==> src/rtl/stack_xfer_seq.sv <==
module stack_xfer_seq #(
  parameter int AW       = 32,
  parameter int DW       = 32,
  parameter int NLOW     = 8,
  parameter int IW       = 4,
  parameter int LINK_IDX = 14,
  parameter int PC_IDX   = 15
) (
  input  logic          clk,
  input  logic          rst_n,
  input  logic          start,
  input  logic          push,
  input  logic [NLOW:0] sel,
  input  logic [AW-1:0] sp_in,
  output logic          busy,
  output logic          done,
  output logic          invalid,
  output logic          bad_target,
  output logic          mem_req,
  output logic          mem_we,
  output logic [AW-1:0] mem_addr,
  output logic [DW-1:0] mem_wdata,
  input  logic [DW-1:0] mem_rdata,
  output logic          rf_re,
  output logic [IW-1:0] rf_ridx,
  input  logic [DW-1:0] rf_rdata,
  output logic          rf_we,
  output logic [IW-1:0] rf_widx,
  output logic [DW-1:0] rf_wdata,
  output logic          sp_we,
  output logic [AW-1:0] sp_wdata
);
  localparam int CW = $clog2(NLOW + 2);

  typedef enum logic [1:0] {S_IDLE, S_XFER, S_DONE} st_t;

  st_t             st_q;
  logic [NLOW-1:0] pend_q;
  logic            ext_q, dir_q, flag_q, inv_q;
  logic [AW-1:0]   addr_q, sp_q;

  function automatic logic [CW-1:0] count_sel(input logic [NLOW:0] s);
    logic [CW-1:0] c;
    c = '0;
    for (int i = 0; i <= NLOW; i++) c = c + CW'(s[i]);
    return c;
  endfunction

  logic [CW-1:0]   n_sel;
  logic [AW-1:0]   base, span;
  logic [NLOW-1:0] pend_clr;
  logic            low_hit, last;
  logic [IW-1:0]   low_idx, cur_idx;
  logic            xfer;

  assign n_sel    = count_sel(sel);
  assign base     = {sp_in[AW-1:2], 2'b00};
  assign span     = AW'(n_sel) << 2;
  assign pend_clr = pend_q & (pend_q - 1'b1);

  always_comb begin
    low_hit = 1'b0;
    low_idx = '0;
    for (int i = NLOW - 1; i >= 0; i--) begin
      if (pend_q[i]) begin
        low_hit = 1'b1;
        low_idx = IW'(i);
      end
    end
  end

  assign cur_idx = low_hit ? low_idx : (dir_q ? IW'(LINK_IDX) : IW'(PC_IDX));
  assign last    = low_hit ? (pend_clr == '0 && !ext_q) : 1'b1;
  assign xfer    = (st_q == S_XFER);

  always_ff @(posedge clk) begin
    if (!rst_n) begin
      st_q   <= S_IDLE;
      pend_q <= '0;
      ext_q  <= 1'b0;
      dir_q  <= 1'b0;
      flag_q <= 1'b0;
      inv_q  <= 1'b0;
      addr_q <= '0;
      sp_q   <= '0;
    end else begin
      inv_q <= 1'b0;
      case (st_q)
        S_IDLE: if (start) begin
          if (n_sel == '0) begin
            inv_q <= 1'b1;
          end else begin
            st_q   <= S_XFER;
            pend_q <= sel[NLOW-1:0];
            ext_q  <= sel[NLOW];
            dir_q  <= push;
            flag_q <= 1'b0;
            addr_q <= push ? base - span : base;
            sp_q   <= push ? base - span : base + span;
          end
        end
        S_XFER: begin
          addr_q <= addr_q + AW'(4);
          if (low_hit) pend_q <= pend_clr;
          else begin
            ext_q <= 1'b0;
            if (!dir_q) flag_q <= (mem_rdata[1:0] == 2'b10);
          end
          if (last) st_q <= S_DONE;
        end
        default: st_q <= S_IDLE;
      endcase
    end
  end

  assign busy       = (st_q != S_IDLE);
  assign done       = (st_q == S_DONE);
  assign invalid    = inv_q;
  assign bad_target = done & flag_q;
  assign mem_req    = xfer;
  assign mem_we     = xfer & dir_q;
  assign mem_addr   = addr_q;
  assign mem_wdata  = rf_rdata;
  assign rf_re      = xfer & dir_q;
  assign rf_ridx    = cur_idx;
  assign rf_we      = xfer & ~dir_q;
  assign rf_widx    = cur_idx;
  assign rf_wdata   = mem_rdata;
  assign sp_we      = done;
  assign sp_wdata   = sp_q;
endmodule

==> config.mk <==
export PLATFORM = sky130hd
export DESIGN_NAME = stack_xfer_seq
export DESIGN_NICKNAME = d
export VERILOG_FILES = /design/src/rtl/stack_xfer_seq.sv
export SDC_FILE = /design/constraint.sdc
export NUM_CORES = 1
export LEC_CHECK = 0
export BUFFER_PORTS_ARGS = -buffer_cell sky130_fd_sc_hd__buf_2
export CELL_PAD_IN_SITES_DETAIL_PLACEMENT = 2
export CELL_PAD_IN_SITES_GLOBAL_PLACEMENT = 2
export CORE_UTILIZATION = 27
export DETAILED_ROUTE_END_ITERATION = 10
export PLACE_DENSITY = 0.93
export SYNTH_ARGS = -nofsm -noshare
export SYNTH_HDL_FRONTEND = slang
export SYNTH_SLANG_ARGS = --single-unit
export TNS_END_PERCENT = 30
==> constraint.sdc <==
create_clock -name clk -period 7.3 [get_ports clk]
set_clock_uncertainty 0.1 [all_clocks]
set_input_delay 0.73 -clock clk [delete_from_list [all_inputs] [get_ports clk]]
set_output_delay 0.73 -clock clk [all_outputs]
set_load 0.02 [all_outputs]
==> flow_summary.toml, run 1 <==
[synthesis]
yosysTopAreaCellShare = 0.236
yosysUniqueCellTypes = 76
seq_area_frac_synth = 0.236
ys_ff_latch = 74
ys.flop_type = "dfxtp_1"
avgSynthCellArea_um2 = 7.76
yosysTopAreaCell = "dfxtp_1"
synthArstFlopShare = 0
yosysWarnings = 0
synth_area_mm2 = 0.00627
syn_inst = 808
synth_edf_count = 0
netlist_top_cells_area = "dfxtp_1, buf_4, nand3_1, a21oi_1, nand2_1"

[floorplan]
dieArea_mm2 = 0.0238
initial_core_util = 0.276
core-area_mm2 = 0.0227
die_w_um = 154
ios = 254
rows = 55
die_h_um = 154

[worst_setup_path]
rrSetupSlack_ns = 4.11
cp_data_arrival_time_ns = 5.95
crit_fanout = 9
required_ns = 7.44
slowest_stage = "nor4_1"
path_common_cell = "fa_1"
crit_type = "in -> reg"
cp_top_family = "adder cells"
critPathBufInv = 2
cpPeakStageDelay_ns = 0.89
path_cells = "buf_2, inv_1, fa_1, fa_1, fa_1, fa_1, fa_1, nand2b_1, and2_1, ha_1, nand2b_1, o311a_1, nor4_1, nand3_1, a32o_1"
endpoint_kind = "flop"
cp-start-kind = "input pin"

[cells_and_area]
layout-drive-gt1-share = 0.206
antenna_cells = 0
design_area_mm2 = 0.00687
area_delta_synth_final_pct = 9.68
nets = 950

[pwr]
seq_power_share = 0.293
p_sw_mw = 0.868
leakagePower_nw = 2.72
combinationalPowerShare = 0.449
vdd_drop_max_mv = 0.0917
pwr-share-clk = 0.258
switching_share = 0.443
intPower_mw = 1.09
pwr_density_cell_mw_per_mm2 = 285

[sta]
finalHoldViolCount = 0
final_min_period_over_clock_period = 0.795
rsz0062_at_grt = "no"
final_max_slew_viol_count = 0
clock.fmax_mhz = 172
tns_ns = 0
min_period_ns = 5.81
maxSlewHeadroom = 0.281
worst_pin_slew_ns = 1.08
setup_viol = 0

[routing]
via_count = 6572
dr.first_iter.drc_count = 425
via_per_inst = 5.92
detail-route-antenna-nets = 0
drc = 0
routedWlPerCell_um = 23.1
first_pass_iters = 4
wl_um = 25600

[grt]
grt_start_max_net_pins = 81
antenna_found_initial = 1
gr-usage-met3 = 0.0409
busiest_layer = "met2"
grt_use_total = 0.213
grt_overflow = 0
grt_pass1_vias = 6889
grtUsageMet2 = 0.363
use_met1 = 0.262
grt_pass1_wl_um = 39500

[placed_design]
place_hpwl_um = 18400
postPlaceCellArea_mm2 = 0.00655
place_congestion = 0.888
io_buffers = 123

[cts]
ctsResizeCount = 0
clkLatencyLatePin_ns = 0.35
clkSinkCount = 74
cts-root-buf = "clkbuf_16"
worst_setup_hold_path_clk_slew_ns = 0.06
cts_setup_buffers = 0
cts_tree = "yes"
cts_max_level = 3
cts_buffers = 9
hold_buffers = 0
clockBufferDepth = 2

[min_path]
hold_class = "reg -> reg"

[flow_run]
maxCapViolations = 0

[outcome]
status = "complete, no violations"
cell usage after synthesis (all sizes together) (15+ instances only):
master  number
o311ai      15
nor2        40
nand4       24
dfxtp       74
and3        18
nand3       61
nand2       43
clkbuf      35
or3         17
nor3        23
xnor2       18
buf         95
a211oi      20
a21oi       42
inv         41
o21ai       23
tightest hold or removal path, delay by kind of cell (launching register included):
kind,cells,cell delay [ns]
AND/OR/NAND/NOR,1,0.06
flip-flops,1,0.31
AO/OA/AOI/OAI,1,0.06
routing by layer:
layer,vias up,part of all wire
met2,236,0.48
met1,3306,0.43
met5,-,0.00039
met4,2,0.027
met3,59,0.060
li1,2969,-
registers in the layout, indices dropped and copies added (netlist names):
| name | cells |
|---|---|
| dir_q | 1 |
| invalid | 1 |
| ext_q | 1 |
| mem_addr | 30 |
| sp_wdata | 30 |
| st_q | 2 |
| flag_q | 1 |
| pend_q | 8 |
logic make-up (layout without fill, tap and decap cells):
kind of cell | Yosys count | count (layout) | share of synthesized area
xor+xnor | 27 | 27 | 0.0377
fa+ha+maj | 21 | 21 | 0.0495
buf+inv | 171 | 186 | 0.149
mux | 14 | 14 | 0.0236
simple gates | 304 | 304 | 0.272
flops | 74 | 74 | 0.236
compound gates | 196 | 196 | 0.231
other cells | 1 | 4 | 0.000598
path summary, 6_finish.rpt:
| path | start | endpoint | depth (start not counted) |
|---|---|---|---|
| max | sel[0] | mem_addr[19]$_SDFFE_PN0P_ | 15 |
| min reg2reg | sp_wdata[4]$_SDFFE_PN0P_ | sp_wdata[4]$_SDFFE_PN0P_ | 2 |
| min | sp_wdata[4]$_SDFFE_PN0P_ | sp_wdata[4]$_SDFFE_PN0P_ | 2 |
| max reg2reg | st_q[0]$_SDFFE_PN0P_ | mem_addr[9]$_SDFFE_PN0P_ | 6 |
stage by stage:
step	utilization	power [mW]	hold WS, ns	setup WS (ns)	cells
after global placement	0.289	1.39	0.350	1.39	1096
after global routing	0.303	2.06	0.416	1.31	1111
final	0.303	1.96	0.375	1.49	1111
after CTS	0.303	1.96	0.382	1.55	1111
after detailed placement	0.289	1.45	0.373	1.24	1096
after floorplan	-	1.19	0.343	1.89	811
cell usage in the layout (no fill, tap or decap), types with 18 or more instances in the layout:
cell and instances:
buf_2 123, dfxtp_1 74, nand3_1 61, nand2_1 42, inv_1 41, a21oi_1 41, nor2_1 39, nand4_1 24
o21ai_0 22, nor3_1 21, a211oi_1 19, xnor2_1 18, and3_1 18
cell type report:
type,instances,area [um2]
Fill cell,2656,15800
Multi-Input combinational cell,566,3880
Sequential cell,74,1480
Timing Repair Buffer,130,681
Tap cell,285,357
Clock buffer,13,260
Inverter,41,154
Clock inverter,2,60.1
power by group through the flow:
| stage | combinational, mW | sequential (mW) | clock [mW] |
|---|---|---|---|
| 6_report | 0.879 | 0.574 | 0.506 |
| 5_1_grt | 0.953 | 0.583 | 0.525 |
| 4_1_cts | 0.880 | 0.571 | 0.514 |
| 3_5_place_dp | 0.867 | 0.578 | 0 |
| 3_3_place_gp | 0.823 | 0.571 | 0 |
| 2_1_floorplan | 0.562 | 0.631 | 0 |
Power figures use the tool's default switching activity.
==> run 2: changes to the inputs <==
==> constraint.sdc (replaced) <==
create_clock -name clk -period 5.6 [get_ports clk]
set_clock_uncertainty 0.1 [all_clocks]
set_input_delay 0.56 -clock clk [delete_from_list [all_inputs] [get_ports clk]]
set_output_delay 0.56 -clock clk [all_outputs]
set_load 0.02 [all_outputs]
==> run 2 against run 1 <==
Compared with the run above:
- critical path depth decreased by 1
- cell count increased by 2.2%
- design area increased by 1.7%
- worst setup slack got worse by 1.3 ns
- routed wire length increased by 2.8%
- sequential power increased by 30%
- critical endpoint is now sp_wdata[17]$_SDFFE_PN0P_
==> flow_summary.toml, run 2 (synthesis results as in run 1) <==
[outcome]
status = "complete, no violations"

[routing]
via_per_inst = 5.89
detail-route-antenna-nets = 0
dr.first_iter.drc_count = 449
wl_um = 26300
drc = 0
first_pass_iters = 4
via_count = 6687
routedWlPerCell_um = 23.2

[floorplan]
ios = 254
dieArea_mm2 = 0.0238
die_h_um = 154
initial_core_util = 0.276
rows = 55
die_w_um = 154
core-area_mm2 = 0.0227

[pwr]
leakagePower_nw = 2.80
vdd_drop_max_mv = 0.128
pwr_density_cell_mw_per_mm2 = 360

[cells_and_area]
area_delta_synth_final_pct = 11.5
num-fill-cells = 2664
final_common_cell = "buf_2"
nets = 972
layout-drive-gt1-share = 0.226
layout_common_cells = "buf_2, dfxtp_1, nand3_1"
instances_no_fill = 1135

[worst_setup_path]
required_ns = 5.80
crit_type = "in -> reg"
endpoint_kind = "flop"
r2r-start = "st_q[0]$_SDFFE_PN0P_"
cp-start-kind = "input pin"
rrSetupSlack_ns = 2.96
crit_fanout = 6
regToRegEndpoint = "pend_q[1]$_SDFFE_PN0P_"
ff2ff_path_depth = 6
cp_data_arrival_time_ns = 5.64
startpoint = "sel[0]"

[placed_design]
dpl.cell_count = 1118
place_hpwl_um = 19400
pre_cts_ws_ns = -0.0119
io_buffers = 123
place_congestion = 0.859

[sta]
setup_viol = 0
maxSlewHeadroom = 0.329
setup_slack_ns = 0.161
final_min_period_over_clock_period = 0.971
min_period_ns = 5.44
rsz0062_at_grt = "no"
final_max_slew_viol_count = 0
finalHoldWorstSlack_ns = 0.353
finalHoldViolCount = 0
clock.fmax_mhz = 184
worst_pin_slew_ns = 0.991

[cts]
clkSinkCount = 74
cts_buffers = 9
cts_max_level = 3
ctsResizeCount = 0
cts_tree = "yes"
cts-root-buf = "clkbuf_16"
clkLatencyLatePin_ns = 0.36
clockBufferDepth = 2
worst_setup_hold_path_clk_slew_ns = 0.06
cts_setup_buffers = 0
hold_buffers = 0

[grt]
grt_use_total = 0.223
antenna_found_initial = 1
grt_overflow = 0
grt_pass1_vias = 7109
grt_start_max_net_pins = 81
grt_pass1_wl_um = 41100

[min_path]
hold_class = "reg -> reg"
holdPathStages = 2
hp-start = "sp_wdata[4]$_SDFFE_PN0P_"
min_to = "sp_wdata[4]$_SDFFE_PN0P_"

[flow_run]
maxCapViolations = 0
==> run 2: metal layers <==
| metal | part of all wire | wire, um | vias to the layer above | GRT usage |
|---|---|---|---|---|
| li1 | - | - | 3007 | - |
| met1 | 0.43 | 11400 | 3375 | 0.273 |
| met2 | 0.48 | 12600 | 236 | 0.379 |
| met3 | 0.058 | 1530 | 69 | 0.0429 |
| met4 | 0.031 | 806 | 0 | 0.101 |
| met5 | 0 | 0 | - | 0 |
==> run 2: stage by stage <==
step	TNS, ns	power (mW)	utilization	instance area, um2
2_1_floorplan	0	1.56	-	6280
3_3_place_gp	0	1.88	0.296	6720
3_5_place_dp	-0.0234	1.95	0.296	6720
4_1_cts	0	2.52	0.308	6990
5_1_grt	0	2.66	0.308	6990
6_report	0	2.52	0.308	6990
==> run 2: worst max-delay path by stage <==
stage / to / slack (ns) / cells past startpoint
detailed placement: sp_wdata[17]$_SDFFE_PN0P_ / -0.01 / 16
global route: mem_addr[29]$_SDFFE_PN0P_ / 0.09 / 14
CTS: sp_wdata[17]$_SDFFE_PN0P_ / 0.29 / 14
finish: sp_wdata[17]$_SDFFE_PN0P_ / 0.16 / 14
floorplan: sp_wdata[20]$_SDFFE_PN0P_ / 0.36 / 16
global placement: mem_addr[24]$_SDFFE_PN0P_ / 0.21 / 15
==> run 2: area by class of cell <==
class                      instances  area [um2]  area share
antenna                            1        2.50    0.000358
clock buffer                      11         233      0.0333
clock inverter                     5        31.3     0.00447
inverter                          41         154      0.0220
multi-input combinational        566        3870       0.554
sequential                        74        1480       0.212
tap                              285         357      0.0510
timing repair buffer             152         858       0.123
==> run 2: worst max-delay path, stage by stage <==
cell	delay (ns)
buf_2	0.11
inv_1	0.06
fa_1	0.55
fa_1	0.43
fa_1	0.47
fa_1	0.42
fa_1	0.56
inv_1	0.08
ha_1	0.35
nor2_1	0.11
o311ai_1	0.82
o211ai_1	0.36
a2111oi_0	0.57
a311o_1	0.18
==> run 2: where the power goes <==
part | switching (mW) | internal (mW)
Combinational | 0.789 | 0.427
Clock | 0.254 | 0.299
Sequential | 0.119 | 0.628
